### src/rtl/sfe_pkg.sv
package sfe_pkg;

  localparam int MAX_DATA = 9;
  localparam int CNT_W    = 4;
  localparam int FRAME_W  = 1 + MAX_DATA + 1 + 2;

  localparam logic [1:0] SEL_DATA = 2'd0;
  localparam logic [1:0] SEL_FMT  = 2'd1;
  localparam logic [1:0] SEL_AUX  = 2'd2;
  localparam logic [1:0] SEL_STAT = 2'd3;

  typedef enum logic [1:0] {
    MODE_ASYNC = 2'b00,
    MODE_SYNC  = 2'b01,
    MODE_RSVD  = 2'b10,
    MODE_SPIM  = 2'b11
  } sfe_mode_e;

  typedef struct packed {
    logic             asyncOn;
    logic [CNT_W-1:0] numBits;
    logic             parEn;
    logic             parOdd;
    logic             twoStop;
  } sfe_fmt_t;

  typedef struct packed {
    sfe_fmt_t              fmt;
    logic                  txStart;
    logic [MAX_DATA-1:0]   txWord;
  } sfe_cmd_t;

  typedef struct packed {
    logic                  txBusy;
    logic                  rxDone;
    logic [MAX_DATA-1:0]   rxWord;
    logic                  parErr;
    logic                  frmErr;
  } sfe_evt_t;

  function automatic logic [CNT_W-1:0] decodeSize(input logic [2:0] code);
    case (code)
      3'b000:  return CNT_W'(5);
      3'b001:  return CNT_W'(6);
      3'b010:  return CNT_W'(7);
      3'b111:  return CNT_W'(9);
      default: return CNT_W'(8);
    endcase
  endfunction

  function automatic logic [MAX_DATA-1:0] sizeMask(input logic [CNT_W-1:0] n);
    logic [MAX_DATA-1:0] m;
    for (int i = 0; i < MAX_DATA; i++) m[i] = (CNT_W'(i) < n);
    return m;
  endfunction

endpackage

### src/rtl/sfe_ctrl.sv
module sfe_ctrl
  import sfe_pkg::*;
(
  input  logic       clk,
  input  logic       rstN,
  input  logic [1:0] regSel,
  input  logic       wrEn,
  input  logic       rdEn,
  input  logic [7:0] wrData,
  output logic [7:0] rdData,
  input  sfe_evt_t   evt,
  output sfe_cmd_t   cmd
);

  logic [7:0]          fmtReg;
  logic                sizeHi;
  logic                txNinth;
  logic [MAX_DATA-1:0] rxHold;
  logic                rxFull;
  logic                parErrQ;
  logic                frmErrQ;
  sfe_mode_e           mode;
  logic                release_;

  assign mode     = sfe_mode_e'(fmtReg[7:6]);
  assign release_ = rdEn && (regSel == SEL_DATA);

  always_comb begin
    cmd.fmt.asyncOn = (mode == MODE_ASYNC);
    cmd.fmt.parEn   = fmtReg[5];
    cmd.fmt.parOdd  = fmtReg[4];
    cmd.fmt.twoStop = fmtReg[3];
    cmd.fmt.numBits = decodeSize({sizeHi, fmtReg[2:1]});
    cmd.txWord      = {txNinth, wrData};
    cmd.txStart     = wrEn && (regSel == SEL_DATA) && (mode == MODE_ASYNC) && !evt.txBusy;
  end

  always_ff @(posedge clk) begin
    if (!rstN) begin
      fmtReg  <= 8'h06;
      sizeHi  <= 1'b0;
      txNinth <= 1'b0;
    end else if (wrEn) begin
      if (regSel == SEL_FMT) fmtReg <= wrData;
      if (regSel == SEL_AUX) begin
        sizeHi  <= wrData[2];
        txNinth <= wrData[0];
      end
    end
  end

  always_ff @(posedge clk) begin
    if (!rstN) begin
      rxHold  <= '0;
      rxFull  <= 1'b0;
      parErrQ <= 1'b0;
      frmErrQ <= 1'b0;
    end else if (evt.rxDone) begin
      rxHold  <= evt.rxWord;
      rxFull  <= 1'b1;
      parErrQ <= evt.parErr;
      frmErrQ <= evt.frmErr;
    end else if (release_) begin
      rxFull  <= 1'b0;
      parErrQ <= 1'b0;
      frmErrQ <= 1'b0;
    end
  end

  always_comb begin
    case (regSel)
      SEL_DATA: rdData = rxHold[7:0];
      SEL_FMT:  rdData = fmtReg;
      SEL_AUX:  rdData = {5'b0, sizeHi, rxHold[8], txNinth};
      default:  rdData = {4'b0, frmErrQ, parErrQ, !evt.txBusy, rxFull};
    endcase
  end

  // a completed character is never lost to a same-edge release
  p_capture_wins_r11: assert property (@(posedge clk) disable iff (!rstN)
    evt.rxDone |=> rxFull);

  // a data read without a new character empties the holding register
  p_release_clears_r7: assert property (@(posedge clk) disable iff (!rstN)
    (release_ && !evt.rxDone) |=> (!rxFull && !parErrQ && !frmErrQ));

  // nothing but a capture or a release moves the held state
  p_flags_hold_r7: assert property (@(posedge clk) disable iff (!rstN)
    (!evt.rxDone && !release_) |=> ($stable(rxHold) && $stable(parErrQ) && $stable(frmErrQ)));

  // a start is never issued over a running frame
  p_start_idle_r9: assert property (@(posedge clk) disable iff (!rstN)
    cmd.txStart |=> evt.txBusy);

endmodule

### src/rtl/sfe_datapath.sv
module sfe_datapath
  import sfe_pkg::*;
#(
  parameter int OVS = 16
) (
  input  logic     clk,
  input  logic     rstN,
  input  logic     baudTick,
  input  logic     rxPin,
  input  sfe_cmd_t cmd,
  output sfe_evt_t evt,
  output logic     txPin
);

  localparam int CW  = $clog2(OVS);
  localparam int MID = OVS / 2;

  // ---------------- transmitter ----------------
  logic [FRAME_W-1:0]  txShift;
  logic [FRAME_W-1:0]  frameVec;
  logic [CNT_W-1:0]    txLeft;
  logic [CNT_W-1:0]    frameLen;
  logic [CW-1:0]       txTick;
  logic [MAX_DATA:0]   txPadded;
  logic                txPar;
  logic                txBusy;

  always_comb begin
    txPadded = {1'b0, cmd.txWord & sizeMask(cmd.fmt.numBits)};
    txPar    = (^txPadded) ^ cmd.fmt.parOdd;
    frameVec = '1;
    frameVec[0] = 1'b0;
    for (int i = 0; i <= MAX_DATA; i++) begin
      if (CNT_W'(i) < cmd.fmt.numBits)
        frameVec[i+1] = txPadded[i];
      else if ((CNT_W'(i) == cmd.fmt.numBits) && cmd.fmt.parEn)
        frameVec[i+1] = txPar;
    end
    frameLen = CNT_W'(2) + cmd.fmt.numBits + CNT_W'(cmd.fmt.parEn) + CNT_W'(cmd.fmt.twoStop);
  end

  always_ff @(posedge clk) begin
    if (!rstN) begin
      txShift <= '1;
      txLeft  <= '0;
      txTick  <= '0;
    end else if (cmd.txStart) begin
      txShift <= frameVec;
      txLeft  <= frameLen;
      txTick  <= '0;
    end else if (txBusy && baudTick) begin
      if (txTick == CW'(OVS-1)) begin
        txShift <= {1'b1, txShift[FRAME_W-1:1]};
        txLeft  <= txLeft - 1'b1;
        txTick  <= '0;
      end else begin
        txTick  <= txTick + 1'b1;
      end
    end
  end

  assign txBusy = (txLeft != '0);
  assign txPin  = txShift[0];

  // ---------------- receiver ----------------
  logic                rxMeta, rxSync;
  logic                rxActive;
  logic [CW-1:0]       rxTick;
  logic [CNT_W-1:0]    rxIdx;
  logic [MAX_DATA:0]   rxBits;
  logic                s0, s1, vote;
  logic [CNT_W-1:0]    lastIdx;
  logic [MAX_DATA-1:0] rxData;
  logic                rxPar;
  logic                rxDoneQ, parErrQ, frmErrQ;
  logic [MAX_DATA-1:0] rxWordQ;

  assign vote    = (s0 & s1) | (s0 & rxSync) | (s1 & rxSync);
  assign lastIdx = CNT_W'(1) + cmd.fmt.numBits + CNT_W'(cmd.fmt.parEn);
  assign rxData  = rxBits[MAX_DATA-1:0] & sizeMask(cmd.fmt.numBits);
  assign rxPar   = rxBits[cmd.fmt.numBits];

  always_ff @(posedge clk) begin
    if (!rstN) begin
      rxMeta <= 1'b1;
      rxSync <= 1'b1;
    end else begin
      rxMeta <= rxPin;
      rxSync <= rxMeta;
    end
  end

  always_ff @(posedge clk) begin
    if (!rstN) begin
      rxActive <= 1'b0;
      rxTick   <= '0;
      rxIdx    <= '0;
      rxBits   <= '0;
      s0       <= 1'b1;
      s1       <= 1'b1;
      rxDoneQ  <= 1'b0;
      rxWordQ  <= '0;
      parErrQ  <= 1'b0;
      frmErrQ  <= 1'b0;
    end else begin
      rxDoneQ <= 1'b0;
      if (!cmd.fmt.asyncOn) begin
        rxActive <= 1'b0;
      end else if (!rxActive) begin
        if (baudTick && !rxSync) begin
          rxActive <= 1'b1;
          rxTick   <= '0;
          rxIdx    <= '0;
        end
      end else if (baudTick) begin
        rxTick <= rxTick + 1'b1;
        if (rxTick == CW'(MID-1)) s0 <= rxSync;
        if (rxTick == CW'(MID))   s1 <= rxSync;
        if (rxTick == CW'(OVS-1)) begin
          rxTick <= '0;
          rxIdx  <= rxIdx + 1'b1;
        end
        if (rxTick == CW'(MID+1)) begin
          if (rxIdx == '0) begin
            if (vote) rxActive <= 1'b0;
          end else if (rxIdx == lastIdx) begin
            rxActive <= 1'b0;
            rxDoneQ  <= 1'b1;
            rxWordQ  <= rxData;
            parErrQ  <= cmd.fmt.parEn && (rxPar != ((^rxData) ^ cmd.fmt.parOdd));
            frmErrQ  <= !vote;
          end else begin
            rxBits[rxIdx - 1'b1] <= vote;
          end
        end
      end
    end
  end

  always_comb begin
    evt.txBusy = txBusy;
    evt.rxDone = rxDoneQ;
    evt.rxWord = rxWordQ;
    evt.parErr = parErrQ;
    evt.frmErr = frmErrQ;
  end

  // an idle transmitter holds the line high
  p_idle_line_r2: assert property (@(posedge clk) disable iff (!rstN)
    !txBusy |-> txPin);

  // every frame opens with a low start bit
  p_start_low_r2: assert property (@(posedge clk) disable iff (!rstN)
    $rose(txBusy) |-> !txPin);

  // the last bit before going idle is a stop bit
  p_stop_last_r4: assert property (@(posedge clk) disable iff (!rstN)
    $fell(txBusy) |-> $past(txPin));

  // no character is reported outside asynchronous mode
  p_rx_quiet_r9: assert property (@(posedge clk) disable iff (!rstN)
    !cmd.fmt.asyncOn |=> !rxDoneQ);

endmodule

### src/rtl/serial_frame_engine.sv
module serial_frame_engine
  import sfe_pkg::*;
#(
  parameter int OVS = 16
) (
  input  logic       clk,
  input  logic       rstN,
  input  logic       baudTick,
  input  logic [1:0] regSel,
  input  logic       wrEn,
  input  logic       rdEn,
  input  logic [7:0] wrData,
  output logic [7:0] rdData,
  input  logic       rxPin,
  output logic       txPin
);

  sfe_cmd_t cmd;
  sfe_evt_t evt;

  sfe_ctrl u_ctrl (
    .clk    (clk),
    .rstN   (rstN),
    .regSel (regSel),
    .wrEn   (wrEn),
    .rdEn   (rdEn),
    .wrData (wrData),
    .rdData (rdData),
    .evt    (evt),
    .cmd    (cmd)
  );

  sfe_datapath #(.OVS(OVS)) u_dp (
    .clk      (clk),
    .rstN     (rstN),
    .baudTick (baudTick),
    .rxPin    (rxPin),
    .cmd      (cmd),
    .evt      (evt),
    .txPin    (txPin)
  );

endmodule

### config.mk
export PLATFORM = sky130hd
export DESIGN_NAME = serial_frame_engine
export DESIGN_NICKNAME = d
export VERILOG_FILES = /design/src/rtl/sfe_pkg.sv /design/src/rtl/sfe_ctrl.sv /design/src/rtl/sfe_datapath.sv /design/src/rtl/serial_frame_engine.sv
export SDC_FILE = /design/constraint.sdc
export NUM_CORES = 1
export LEC_CHECK = 0
export ABC_AREA = 1
export BUFFER_PORTS_ARGS = -buffer_cell sky130_fd_sc_hd__clkbuf_2
export CORE_MARGIN = 2
export CORE_UTILIZATION = 53
export CTS_CLUSTER_DIAMETER = 40
export CTS_CLUSTER_SIZE = 40
export DETAILED_ROUTE_END_ITERATION = 10
export GPL_TIMING_DRIVEN = 0
export PLACE_DENSITY = 0.71
export SLEW_MARGIN = 20
export SYNTH_ARGS = -nofsm -noshare
export SYNTH_HDL_FRONTEND = slang
export SYNTH_HIERARCHICAL = 1
export SYNTH_SLANG_ARGS = --single-unit
### constraint.sdc
create_clock -name clk -period 3.3 [get_ports clk]
set_clock_uncertainty 0.2 [all_clocks]
set_input_delay 0.165 -clock clk [delete_from_list [all_inputs] [get_ports clk]]
set_output_delay 0.165 -clock clk [all_outputs]
set_load 0.03 [all_outputs]
==> Word-level counts from Yosys, hierarchy flattened <==
Cells that the tools add are included.
{ "op_classes": {"n_addsub": 10, "muxes": 53, "n_lt_le_gt_ge": 13, "bitwise_logic": 16, "reduce_logical": 45, "eq_ne": 23} }
{ "ops": {"columns": ["op", "count"], "rows": [
  ["4-bit two-way mux", 11],
  ["1-bit two-way mux", 34],
  ["11-bit two-way mux", 3],
  ["8-bit case mux with 3 select lines", 1],
  ["9-bit bitwise AND", 2],
  ["1-bit logical AND", 18],
  ["3-bit by 4-bit == test with 1-bit output, first input constant", 4],
  ["4-bit == test, second input constant", 4],
  ["3-bit by 4-bit < comparator with 1-bit output, first input constant", 4],
  ["4-bit case mux with 4 select lines", 1],
  ["4-bit by 1-bit adder with 4-bit output", 3],
  ["4-bit by 1-bit adder with 4-bit output, second input constant", 3],
  ["4-bit AND reduction", 3],
  ["6-bit AND reduction", 2],
  ["10-bit bitwise mux", 1],
  ["4-bit by 5-bit < comparator with 1-bit output, second input constant", 2],
  ["10-bit parity", 1],
  ["9-bit parity", 1],
  ["2-bit by 4-bit == test with 1-bit output, first input constant", 2],
  ["4-bit == test, first input constant", 2],
  ["4-bit zero test", 2],
  ["1-bit by 4-bit < comparator with 1-bit output, first input constant", 2],
  ["2-bit by 4-bit < comparator with 1-bit output, first input constant", 2],
  ["4-bit < comparator, first input constant", 2],
  ["29 further kinds", 50]
]} }
{ "totals": {"out_inout_bits": 9, "elab_cells": 182, "ff_bits": 76} }

==> Longest topological paths before layout <==
Gate-level depths: netlist of the first run.
{ "logic_depth": {"word_depth": 10, "depth_mapped": 22, "depth_no_buf": 22} }

==> Cells and area by module <==
The synthesis of the first run kept the hierarchy.
{ "modules_own_cells": {"columns": ["mod", "cells_per_inst", "n_inst", "seq_area_each_um2", "area_each_um2"], "rows": [
  ["sfe_datapath", 573, 1, 1081.0, 3637.2],
  ["sfe_ctrl", 151, 1, 440.4, 1082.3]
]} }

==> Worst setup path before layout of the first run <==
Ideal clock, no wire load.
{ "synth_path": {"path_kind": "register to register", "from": "register u_ctrl.fmtReg[1]", "to": "register u_dp.rxBits[1]", "arrival_ns": 2.196, "path_stages_with_launch": 20, "slack_ns": 0.786, "t_required_ns": 2.982, "period_less_slack_ns": 2.514, "n_path_buf": 1, "cell_sequence": "dfxtp_1 nand2_1 inv_1 nand2_1 o21ai_0 buf_4 inv_2 ha_1 inv_1 ha_1 xnor2_1 nand2_1 nor2_1 nand2_1 nand2_1 inv_2 nand2_1 nor2_1 o21ai_1 nor2_1"} }
{ "synth_lines": {"columns": ["element", "line_no", "source"], "rows": [
  ["start: declaration", "sfe_ctrl.sv:15", "logic [7:0] fmtReg;"],
  ["start signal: assignment", "sfe_ctrl.sv:44", "if (regSel == SEL_FMT) fmtReg <= wrData;"],
  ["end signal: indexed assignment", "sfe_datapath.sv:133", "rxBits[rxIdx - 1'b1] <= vote;"],
  ["end: declaration", "sfe_datapath.sv:70", "logic [MAX_DATA:0] rxBits;"]
]} }

==> reports/qor_table.md, run 1 <==
| Result | Value |
|:---|:---|
| Result of the run | finished, final reports clean |
| Remaining number of nets flagged by the antenna check after routing | 0 |
| Congestion Overflow GR | 0 |
| DR WL/cell | 13.51 um |
| Post-placement setup slack | 412.0 ps |
| Total chip power | 0.002035 W |
| Total detailed-routing wirelength | 11960 um |
| Cell count after synthesis | 724 |
| Net count after synthesis | 755 |
| Worst Setup Slack, final | 310.4 ps |
| Syn_area_per_cell | 6.519 sq um |
| Buffers inserted during post-CTS setup optimization | 0 |
| Vias/cell | 5.278 |
| Sequential fraction of the synthesis area | 0.3224 |
| Required time of the critical path | 3360 ps |
| Share of the synthesized area in the top cell type | 0.3224 |
| Antenna violations before repair | 0 |
| Vias in the first global route | 4336 |
| Hold Path Sink | u_ctrl/fmtReg[5] |
| Endpoints failing setup | 0 |
| Pin count of the biggest net entering global routing | 17 |
| Final critical-path share of the clock period | 0.9059 |
| Pwr Density | 384.1 mW/mm^2 |
| Data arrival time of the worst path | 3050 ps |
| Ys async rst share | 0 |
| Ratio of cells with drive above 1 in the final layout | 0.1403 |
| Cell depth of the worst hold path | 3 |
| CTS Sinks | 76 |
| Number of buffers on the longest clock path | 2 |
| Maximum capacitance violations | 0 |
| Horizontal extent of the die | 98.37 um |
| Worst Setup Path Type | reg2reg |
| Post-route minimum period | 2990 ps |
| Final routed DRC violation total | 0 |
| First-pass GRT wire length | 20110 um |
| Final total negative setup slack | 0 ps |
| Count of vias placed by the detailed router | 4671 |
| Number of H-tree branching levels | 3 |
| Effective utilization at floorplan | 0.5438 |
| Final Hold Fails | 0 |
| Static leakage | 2.565 nW |
| Initial detailed-routing violation count | 252 |
| Num CTS Buffers | 9 |
| Seq cells post-synth | 76 |
| Peak supply drop | 0.2155 mV |
| Nets | 803 |
| Prevailing post-synth register cell | dfxtp_1 |
| Die H | 98.37 um |
| Half-perimeter wire length of the detailed placement result | 9155 um |
| Transition time at the pin with the least slew margin | 529.4 ps |
| Area enclosed by the die boundary | 0.009676 sq mm |
| Number of pins exceeding their max-slew limit in the final report | 0 |
| Max transition margin | 0.6433 |
| Minimum hold slack | 43.06 ps |
| Clock tree from TritonCTS | built |
| Overall global routing resource usage | 0.2559 |
| Critical path startpoint category | flip-flop |
| Floorplan core area | 0.008678 sq mm |
| Design Area, Final | 0.005299 sq mm |
| Destination of the worst register-to-register timing path | u_dp/txShift[4] |
| Clock tree root driver cell | clkbuf_8 |
| Layout-stage area growth over the synthesis result | 12.27% |
| Top cells by area, synth | dfxtp_1, nand2_1, inv_1 |
| Placer's final routability congestion estimate | 0.9508 |
| Max FO, Critical Path | 9 |
| Cell area after placement | 0.004970 sq mm |
| Number of buffer cells added on primary ports | 23 |
| Clock-pin transition on the worst setup and hold timing paths | 90 ps |
| HP Start | rstN |
| Worst r2r src | u_ctrl/fmtReg[2] |
| Ant. Diodes | 0 |
| Synth Cell Area | 0.004720 sq mm |
| Number of library cell types mapped by synthesis | 43 |
| Unrepaired setup endpoints after global routing | no |
| Number of rows created at floorplan | 34 |
| Insertion delay of the later-clocked pin in the worst-skew pair | 360 ps |
| Hold crit path type | in2reg |
| First drt pass iteration count | 5 |
| Leading area contributor after synthesis | dfxtp_1 |
| I/O pins | 25 |
| Max Fclk | 334.5 MHz |
| Count of warnings emitted by yosys | 6 |
| Number of synthesized flops with an enable pin | 0 |
| Crit path capture type | flip-flop |
| Setup slack, reg-to-reg | 310 ps |
| Cells on worst reg2reg path | 18 |
[where the power goes]
group	switching, W	total, W	internal, W
registers	0.0000164	0.000953	0.000936
clock network	0.000397	0.000689	0.000293
logic	0.000257	0.000393	0.000137
total	0.000670	0.00204	0.00137
[cells in the mapped netlist, types with 8 or more instances]
| cell | count |
|---|---|
| nand2_1 | 171 |
| inv_1 | 96 |
| nor2_1 | 77 |
| dfxtp_1 | 76 |
| o21ai_0 | 62 |
| nand3_1 | 50 |
| a21oi_1 | 44 |
| buf_4 | 18 |
| ha_1 | 14 |
| nand2_2 | 14 |
| nor3_1 | 13 |
| inv_2 | 9 |
| nand4_1 | 9 |
| xor2_1 | 8 |
[worst max-delay path, cell delays in order (launching register included)]
cell	delay, ps
dfxtp_1	360
nand2_1	80
inv_1	50
nor2_1	150
inv_1	120
nor2_1	420
nor2_1	200
o21ai_0	380
nand3_1	130
nand2_1	120
nand3_1	80
nand2_1	80
nand2_2	60
nand2_4	120
nand2_2	70
nand2_1	60
nand2_1	90
nand2_1	80
nand2_1	40
[state kept, by name, summed over array words and instances (netlist names), 4 cells and up]
register and flops:
u_dp/txTick 4, u_dp/rxIdx 4, u_dp/txLeft 4, u_dp/rxBits 10, u_dp/rxWordQ 9, u_ctrl/rxHold 9
u_dp/txShift 11, u_dp/rxTick 4, u_ctrl/fmtReg 8
[routing by layer]
| metal | wire length (um) | GRT usage | vias to the layer above |
|---|---|---|---|
| met3 | 642 | 0.06013 | 21 |
| met4 | 220 | 0.07692 | 0 |
| met5 | 0 | 0 | - |
| met2 | 5464 | 0.4055 | 132 |
| met1 | 5633 | 0.3480 | 2123 |
| li1 | - | - | 2395 |
[cells by family after synthesis]
| kind of cell | Yosys count | share of synthesized area |
|---|---|---|
| simple gates | 355 | 0.3375 |
| xor+xnor | 12 | 0.02227 |
| fa+ha+maj | 15 | 0.04136 |
| compound gates | 125 | 0.1426 |
| flops | 76 | 0.3224 |
| buf+inv | 141 | 0.1339 |
[how the worst max path moves through the flow]
stage | from | endpoint | slack, ps
floorplan | u_ctrl/fmtReg[1] | u_dp/rxBits[1] | 790
global placement | u_ctrl/fmtReg[2] | u_dp/txShift[2] | 420
detailed placement | u_ctrl/fmtReg[1] | u_dp/txShift[2] | 410
CTS | u_ctrl/fmtReg[2] | u_dp/txShift[2] | 370
global route | u_ctrl/fmtReg[1] | u_dp/txShift[2] | 60
finish | u_ctrl/fmtReg[2] | u_dp/txShift[4] | 310
[through the flow]
step / std cells / utilization
after floorplan: 724 / -
after CTS: 885 / 0.6106
final: 885 / 0.6106
after detailed placement: 855 / 0.5727
after global routing: 885 / 0.6106
after global placement: 855 / 0.5727
[area by class of cell]
cell class / count / area (sq um)
Timing Repair Buffer: 37 / 255.2
Fill cell: 833 / 3379
Tap cell: 108 / 135.1
Sequential cell: 76 / 1521
Multi-Input combinational cell: 507 / 2566
Inverter: 109 / 416.7
Clock inverter: 7 / 65.06
Clock buffer: 9 / 123.9
Buffer: 32 / 215.2
[cell usage in the layout, fill, tap and decap left out, types with 4 or more instances in the layout]
cell type,instances
nor3_1,13
dfxtp_1,76
nand4_1,9
clkbuf_2,23
or2_2,5
xor2_1,8
ha_1,14
nor2_1,77
clkbuf_1,7
buf_4,18
dlygate4sd3_1,14
inv_2,9
inv_6,4
inv_1,96
a21oi_1,44
a22o_1,4
nand2_1,171
nand3_1,50
xnor2_1,4
nand2_2,14
clkbuf_8,9
buf_2,4
o21ai_0,62
[what timing repair did]
action / CTS / global route
hold endpoints to repair: 15 / 0
hold buffers: 14 / 0
gates resized for setup: 0 / 0
(Power assumes the default switching activity.)
==> run 2: changes to the inputs <==
--- a/config.mk
+++ b/config.mk
@@ -7,6 +7,7 @@
 export LEC_CHECK = 0
 export ABC_AREA = 1
 export BUFFER_PORTS_ARGS = -buffer_cell sky130_fd_sc_hd__clkbuf_2
+export CORE_ASPECT_RATIO = 2
 export CORE_MARGIN = 2
 export CORE_UTILIZATION = 53
 export CTS_CLUSTER_DIAMETER = 40
==> reports/qor_table.md, run 2 (synthesis results as in run 1) <==
| Result | Value | Change |
|:---|:---|:---|
| First-pass GRT wire length | 21530 um | was 20110 um |
| Overall global routing resource usage | 0.2822 | was 0.2559 |
| Ant. Diodes | 0 | unchanged |
| Setup slack, reg-to-reg | 350 ps | was 310 ps |
| First drt pass iteration count | 7 | was 5 |
| Number of rows created at floorplan | 48 | was 34 |
| CTS Sinks | 76 | unchanged |
| Unrepaired setup endpoints after global routing | no | unchanged |
| Peak supply drop | 0.3270 mV | was 0.2155 mV |
| Pin count of the biggest net entering global routing | 14 | was 17 |
| Area enclosed by the die boundary | 0.009721 sq mm | was 0.009676 sq mm |
| Clock share of power | 0.406 | was 0.339 |
| Count of vias placed by the detailed router | 4731 | was 4671 |
| Placer's final routability congestion estimate | 0.9862 | was 0.9508 |
| Floorplan core area | 0.008648 sq mm | was 0.008678 sq mm |
| Most common cell after layout, fill and taps aside | nand2_1 | unchanged |
| Insertion delay of the later-clocked pin in the worst-skew pair | 340 ps | was 360 ps |
| Combined area of the multi-input logic cells | 0.002569 sq mm | was 0.002566 sq mm |
| Final routed DRC violation total | 0 | unchanged |
| Hold crit path type | in2reg | unchanged |
| Clock-pin transition on the worst setup and hold timing paths | 60 ps | was 90 ps |
| Switching power as a share of total power | 0.2872 | was 0.3291 |
| Layout-stage area growth over the synthesis result | 13.84% | was 12.27% |
| Pwr Density | 423.1 mW/mm^2 | was 384.1 mW/mm^2 |
| Initial detailed-routing violation count | 292 | was 252 |
| Num CTS Buffers | 9 | unchanged |
| Number of flip-flops under the largest register name | 11 | unchanged |
| Vias/cell | 5.401 | was 5.278 |
| Ratio of cells with drive above 1 in the final layout | 0.1405 | was 0.1403 |
| Pint | 0.001620 W | was 0.001365 W |
| Worst r2r src | u_ctrl/fmtReg[1] | was u_ctrl/fmtReg[2] |
| Post-route minimum period | 2953 ps | was 2990 ps |
| Hold Path Sink | u_ctrl/fmtReg[6] | was u_ctrl/fmtReg[5] |
| Final critical-path share of the clock period | 0.8947 | was 0.9059 |
| Destination of the worst register-to-register timing path | u_dp/rxWordQ[0] | was u_dp/txShift[4] |
| Worst stage delay on the critical path | 390 ps | was 420 ps |
| Clock tree from TritonCTS | built | unchanged |
| Final core utilization | 0.6212 | was 0.6106 |
| Total detailed-routing wirelength | 13110 um | was 11960 um |
| Data arrival time of the worst path | 3020 ps | was 3050 ps |
| Final total negative setup slack | 0 ps | unchanged |
| Result of the run | finished, final reports clean | unchanged |
| Horizontal extent of the die | 70.73 um | was 98.37 um |
| Required time of the critical path | 3370 ps | was 3360 ps |
| Reg with most FFs | u_dp/txShift | unchanged |
| Effective utilization at floorplan | 0.5457 | was 0.5438 |
| Cell depth of the worst hold path | 3 | unchanged |
| Total of fill cells in the finished design | 854 | was 833 |
| Remaining number of nets flagged by the antenna check after routing | 0 | unchanged |
| Number of pins exceeding their max-slew limit in the final report | 0 | unchanged |
| Endpoints failing setup | 0 | unchanged |
| Half-perimeter wire length of the detailed placement result | 10250 um | was 9155 um |
| Top library cells by usage in the layout, fill and taps aside | nand2_1, inv_1, nor2_1, dfxtp_1, o21ai_0 | was nand2_1, inv_1, nor2_1 |
| Max Fclk | 338.7 MHz | was 334.5 MHz |
| Critical path startpoint category | flip-flop | unchanged |
| HP Start | rstN | unchanged |
| Worst Setup Path Type | reg2reg | unchanged |
| Die H | 137.5 um | was 98.37 um |
| Sequential cell area | 0.001521 sq mm | unchanged |
| Largest registers ranked by flip-flop count | u_dp/txShift x11, u_dp/rxBits x10 | unchanged |
| DR WL/cell | 14.97 um | was 13.51 um |
| Max transition margin | 0.5847 | was 0.6433 |
| Number of H-tree branching levels | 3 | unchanged |
| Number of buffer cells added on primary ports | 23 | unchanged |
| Static leakage | 2.605 nW | was 2.565 nW |
| Power share of the sequential group | 0.419 | was 0.468 |
| Maximum capacitance violations | 0 | unchanged |
| Congestion Overflow GR | 0 | unchanged |
| Number of buffers on the longest clock path | 2 | unchanged |
| Max FO, Critical Path | 10 | was 9 |
| Vias in the first global route | 4620 | was 4336 |
| Fraction of power consumed by combinational cells | 0.175 | was 0.193 |
| I/O pins | 25 | unchanged |
| Buffers inserted during post-CTS setup optimization | 0 | unchanged |
| Sw power | 0.0006529 W | was 0.0006698 W |
| Library cell appearing most often on the critical path | nand2_1 | unchanged |
| Transition time at the pin with the least slew margin | 622.9 ps | was 529.4 ps |
| Crit path capture type | flip-flop | unchanged |
| Nets | 802 | was 803 |
| Cell at the slowest stage of the critical path | dfxtp_1 | was nor2_1 |
| Clock tree root driver cell | clkbuf_16 | was clkbuf_8 |
| Antenna violations before repair | 0 | unchanged |
| Cells on worst reg2reg path | 17 | was 18 |
| Cell chain of the critical path | nand2_1, inv_1, nand2_1, o21ai_0, buf_4, inv_2, ha_1, inv_1, ha_1, xnor2_1, nand2_1, nor2_1, nand3_2, inv_2, buf_4, o21ai_1, nor2_1 | was nand2_1, inv_1, nor2_1, inv_1, nor2_1, nor2_1, o21ai_0, nand3_1, nand2_1, nand3_1, nand2_1, nand2_2, nand2_4, nand2_2, nand2_1, nand2_1, nand2_1, nand2_1 |
| Final Hold Fails | 0 | unchanged |
-- run 2: worst max-delay path, delay by kind of cell (launching register included) --
family,cells,cell delay (ps)
AND/OR/NAND/NOR,6,650
buffers and inverters,6,840
AO/OA/AOI/OAI,2,240
flip-flops,1,390
XOR/XNOR,1,140
adder cells (fa/ha/maj),2,430
-- run 2: worst max path at each step --
| stage | cells past startpoint | end | from | slack, ps |
|---|---|---|---|---|
| 2_1_floorplan | 19 | u_dp/rxBits[1] | u_ctrl/fmtReg[1] | 790 |
| 3_3_place_gp | 18 | u_dp/txShift[2] | u_ctrl/fmtReg[2] | 260 |
| 3_5_place_dp | 18 | u_dp/txShift[2] | u_ctrl/fmtReg[2] | 300 |
| 4_1_cts | 18 | u_dp/txShift[2] | u_ctrl/fmtReg[2] | 280 |
| 5_1_grt | 19 | u_dp/rxBits[1] | u_ctrl/fmtReg[1] | 60 |
| 6_report | 17 | u_dp/rxWordQ[0] | u_ctrl/fmtReg[1] | 350 |
-- run 2: power by group through the flow --
stage	clock network, W	registers, W	logic (W)
5_1_grt	0.000972	0.000955	0.000443
3_5_place_dp	0	0.000973	0.000381
4_1_cts	0.000935	0.000953	0.000394
6_report	0.000922	0.000953	0.000398
3_3_place_gp	0	0.000972	0.000372
2_1_floorplan	0	0.000969	0.000283
-- run 2: what timing repair did --
action | in CTS | in global routing
endpoints found under the hold margin | 14 | 0
gates resized for setup | 0 | 1
setup endpoints to repair | 0 | 8
hold buffers | 13 | 0
-- run 2: metal layers --
| metal | GRT usage | vias up | part of all wire |
|---|---|---|---|
| met3 | 0.03950 | 41 | 0.040 |
| met1 | 0.2785 | 2175 | 0.36 |
| met2 | 0.5426 | 121 | 0.55 |
| met5 | 0 | - | 0 |
| met4 | 0.1656 | 0 | 0.048 |
| li1 | - | 2394 | - |
-- run 2: stage by stage --
stage,setup WS [ps],power (W),std cells,hold slack (ps),area (sq um)
floorplan,786.0,0.001252,724,71.58,4720
global placement,257.4,0.001344,847,153.0,4960
detailed placement,302.6,0.001353,847,156.0,4960
CTS,282.8,0.002282,876,33.20,5370
global route,57.08,0.002370,876,71.05,5373
finish,347.4,0.002273,876,27.90,5373
-- run 2: area by class of cell --
cell class	instances	share of cell area
clock buffers	12	0.04774
repair buffers	36	0.04565
well taps	100	0.02329
inverters	109	0.07755
plain buffers	32	0.04006
clock inverters	4	0.004425
flip-flops and latches	76	0.2832
multi-input cells	507	0.4781
==> run 3: changes to the inputs <==
--- a/config.mk
+++ b/config.mk
@@ -5,7 +5,6 @@
 export SDC_FILE = /design/constraint.sdc
 export NUM_CORES = 1
 export LEC_CHECK = 0
-export ABC_AREA = 1
 export BUFFER_PORTS_ARGS = -buffer_cell sky130_fd_sc_hd__clkbuf_2
 export CORE_ASPECT_RATIO = 2
 export CORE_MARGIN = 2
==> reports/qor_table.md, run 3 <==
| Result | Value | Change |
|:---|:---|:---|
| Result of the run | finished, final reports clean | unchanged |
| Worst Setup Path Type | reg2reg | unchanged |
| Max FO, Critical Path | 11 | was 10 |
| Pwr Density | 430.8 mW/mm^2 | was 423.1 mW/mm^2 |
| Total of fill cells in the finished design | 808 | was 854 |
| DR WL/cell | 19.21 um | was 14.97 um |
| Static leakage | 2.136 nW | was 2.605 nW |
| Prevailing post-synth register cell | dfxtp_1 | unchanged |
| Hold crit path type | in2reg | unchanged |
| Placer's final routability congestion estimate | 0.9460 | was 0.9862 |
| Max transition margin | 0.5200 | was 0.5847 |
| Antenna violations before repair | 0 | unchanged |
| Data arrival time of the worst path | 3180 ps | was 3020 ps |
| Required time of the critical path | 3390 ps | was 3370 ps |
| Number of buffers on the longest clock path | 2 | unchanged |
| Top cells by area, synth | dfxtp_1, mux2i_1, nand2_1 | was dfxtp_1, nand2_1, inv_1 |
| Initial detailed-routing violation count | 238 | was 292 |
| Top library cells by usage in the layout, fill and taps aside | nand2_1, dfxtp_1, mux2i_1 | was nand2_1, inv_1, nor2_1, dfxtp_1, o21ai_0 |
| Effective utilization at floorplan | 0.5393 | was 0.5457 |
| Clock tree from TritonCTS | built | unchanged |
| Worst Setup Slack, final | 209.5 ps | was 347.4 ps |
| Adder and majority gate portion of the synthesized area | 0.04280 | was 0.04136 |
| Share of the synthesized area in compound gates (AO/OA/AOI/OAI) | 0.1743 | was 0.1426 |
| Number of buffer cells added on primary ports | 23 | unchanged |
| Number of library cell types mapped by synthesis | 67 | was 43 |
| Share of the synthesized area in the top cell type | 0.3173 | was 0.3224 |
| Minimum hold slack | 31.47 ps | was 27.90 ps |
| Maximum capacitance violations | 0 | unchanged |
| Insertion delay of the later-clocked pin in the worst-skew pair | 340 ps | about the same |
| Ys async rst share | 0 | unchanged |
| Remaining number of nets flagged by the antenna check after routing | 0 | unchanged |
| Floorplan core area | 0.008890 sq mm | was 0.008648 sq mm |
| Seq cells post-synth | 76 | unchanged |
| Syn_area_per_cell | 8.412 sq um | was 6.519 sq um |
| Peak supply drop | 0.2492 mV | was 0.3270 mV |
| Vias in the first global route | 4370 | was 4620 |
| Critical path startpoint category | flip-flop | unchanged |
| Final routed DRC violation total | 0 | unchanged |
| Clock tree root driver cell | clkbuf_16 | unchanged |
| Max Fclk | 323.6 MHz | was 338.7 MHz |
| Clock-pin transition on the worst setup and hold timing paths | 60 ps | about the same |
| Largest family of logic cells by synthesized area | simple AND/OR/NAND/NOR gates | unchanged |
| Count of vias placed by the detailed router | 4462 | was 4731 |
| Vias/cell | 6.180 | was 5.401 |
| Largest registers ranked by flip-flop count | u_dp/txShift x11, u_dp/rxBits x10 | unchanged |
| Number of synthesized flops with an enable pin | 0 | unchanged |
| Final critical-path share of the clock period | 0.9365 | was 0.8947 |
| Crit path capture type | flip-flop | unchanged |
| Mux share of post-synthesis cell area | 0.1039 | was 0 |
| Leading area contributor after synthesis | dfxtp_1 | unchanged |
| Area enclosed by the die boundary | 0.009870 sq mm | was 0.009721 sq mm |
| I/O pins | 25 | unchanged |
| Horizontal extent of the die | 71.26 um | was 70.73 um |
| Ratio of cells with drive above 1 in the final layout | 0.1565 | was 0.1405 |
| Number of rows created at floorplan | 49 | was 48 |
| Final Hold Fails | 0 | unchanged |
| Reg with most FFs | u_dp/txShift | unchanged |
| CTS Sinks | 76 | unchanged |
| Die H | 138.5 um | was 137.5 um |
| Total detailed-routing wirelength | 13870 um | was 13110 um |
| Number of pins exceeding their max-slew limit in the final report | 0 | unchanged |
| Synth Area in Simple Gates | 0.2390 | was 0.3375 |
| Synth Cell Area | 0.004795 sq mm | was 0.004720 sq mm |
| Number of flip-flops under the largest register name | 11 | unchanged |
| Count of warnings emitted by yosys | 6 | unchanged |
| Half-perimeter wire length of the detailed placement result | 10240 um | was 10250 um |
| Commonest cells post-synth | dfxtp_1, nand2_1, mux2i_1, nand3_1, nor2_1 | was nand2_1, inv_1, nor2_1, dfxtp_1, o21ai_0 |
| Transition time at the pin with the least slew margin | 720.0 ps | was 622.9 ps |
| Post-route minimum period | 3090 ps | was 2953 ps |
| Number of H-tree branching levels | 3 | unchanged |
| Congestion Overflow GR | 0 | unchanged |
| Num CTS Buffers | 9 | unchanged |
| XOR/XNOR Fraction of Synth Area | 0.04436 | was 0.02227 |
| Unrepaired setup endpoints after global routing | no | unchanged |
| Post-placement setup slack | -668.8 ps | was 302.6 ps |
| Ant. Diodes | 0 | unchanged |
| Overall global routing resource usage | 0.2813 | was 0.2822 |
| Sequential fraction of the synthesis area | 0.3173 | was 0.3224 |
| First drt pass iteration count | 7 | unchanged |
| First-pass GRT wire length | 21470 um | was 21530 um |
| Nets | 646 | was 802 |
| Layout-stage area growth over the synthesis result | 14.98% | was 13.84% |
| Dominant cell by count in the synthesized netlist | dfxtp_1 | was nand2_1 |
| Net count after synthesis | 601 | was 755 |
| Final core utilization | 0.6201 | was 0.6212 |
| Cell count after synthesis | 570 | was 724 |
| Pin count of the biggest net entering global routing | 15 | was 14 |
| Endpoints failing setup | 0 | unchanged |
==> run 3: critical path: stages (launching register included) <==
cell and delay, ps:
dfxtp_2 390, nand3_1 90, o21ai_1 110, clkbuf_4 290, clkinvlp_4 130, ha_1 200, inv_1 60, ha_1 220
xor2_1 170, nor3_4 360, and3_4 260, and3_1 190, a21boi_0 210, a211o_1 150
==> run 3: where the power goes <==
part	switching [W]	leakage [nW]	total, W	internal, W
Clock	0.000410	0.148	0.00108	0.000666
Combinational	0.000201	1.37	0.000346	0.000145
Sequential	0.0000168	0.615	0.000953	0.000937
==> run 3: logic make-up after synthesis <==
logic type / Yosys count
flip-flops: 76
AO/OA/AOI/OAI: 116
XOR/XNOR: 21
multiplexers: 44
AND/OR/NAND/NOR: 222
buffers and inverters: 75
adder cells (fa/ha/maj): 16
==> run 3: through the flow <==
stage / cell area, sq um / setup TNS, ps / instances / total power (W)
6_report: 5513 / 0 / 722 / 0.002375
4_1_cts: 5500 / 0 / 723 / 0.002380
2_1_floorplan: 4800 / 0 / 570 / 0.001201
5_1_grt: 5513 / 0 / 722 / 0.002455
3_3_place_gp: 5042 / -8701 / 695 / 0.001283
3_5_place_dp: 5042 / -12350 / 695 / 0.001292
==> run 3: area by class of cell <==
cell class              count  area (sq um)  area share
multi-input cells         419          2914      0.5286
flip-flops and latches     76          1525      0.2767
plain buffers              52         297.8     0.05402
repair buffers             36         240.2     0.04358
clock buffers               9         225.2     0.04085
well taps                 102         127.6     0.02315
clock inverters             7         100.1     0.01816
inverters                  21         82.58     0.01498
==> run 3: path summary, 6_finish.rpt <==
path	startpoint	end	slack, ps	depth (start not counted)
hold / removal	regSel[1]	u_ctrl/rxFull	30	3
setup / recovery	u_ctrl/sizeHi	u_dp/parErrQ	210	13
hold reg to reg	u_dp/rxMeta	u_dp/rxSync	210	1
setup reg to reg	u_ctrl/sizeHi	u_dp/parErrQ	210	13
==> run 3: timing repair <==
action                                  CTS  global route
gates resized for setup                   6            11
buffers inserted                          1             1
hold endpoints to repair                 13             0
endpoints found under the setup margin   26            32
hold buffers                             11             0
pin swaps                                 1             1
==> run 3: per-layer routing <==
metal	global-route usage	vias to the layer above	wire [um]
met5	0	-	0
met4	0.2344	0	1226
met3	0.04738	82	594
met2	0.5107	189	7262
met1	0.2587	2098	4783
li1	-	2093	-
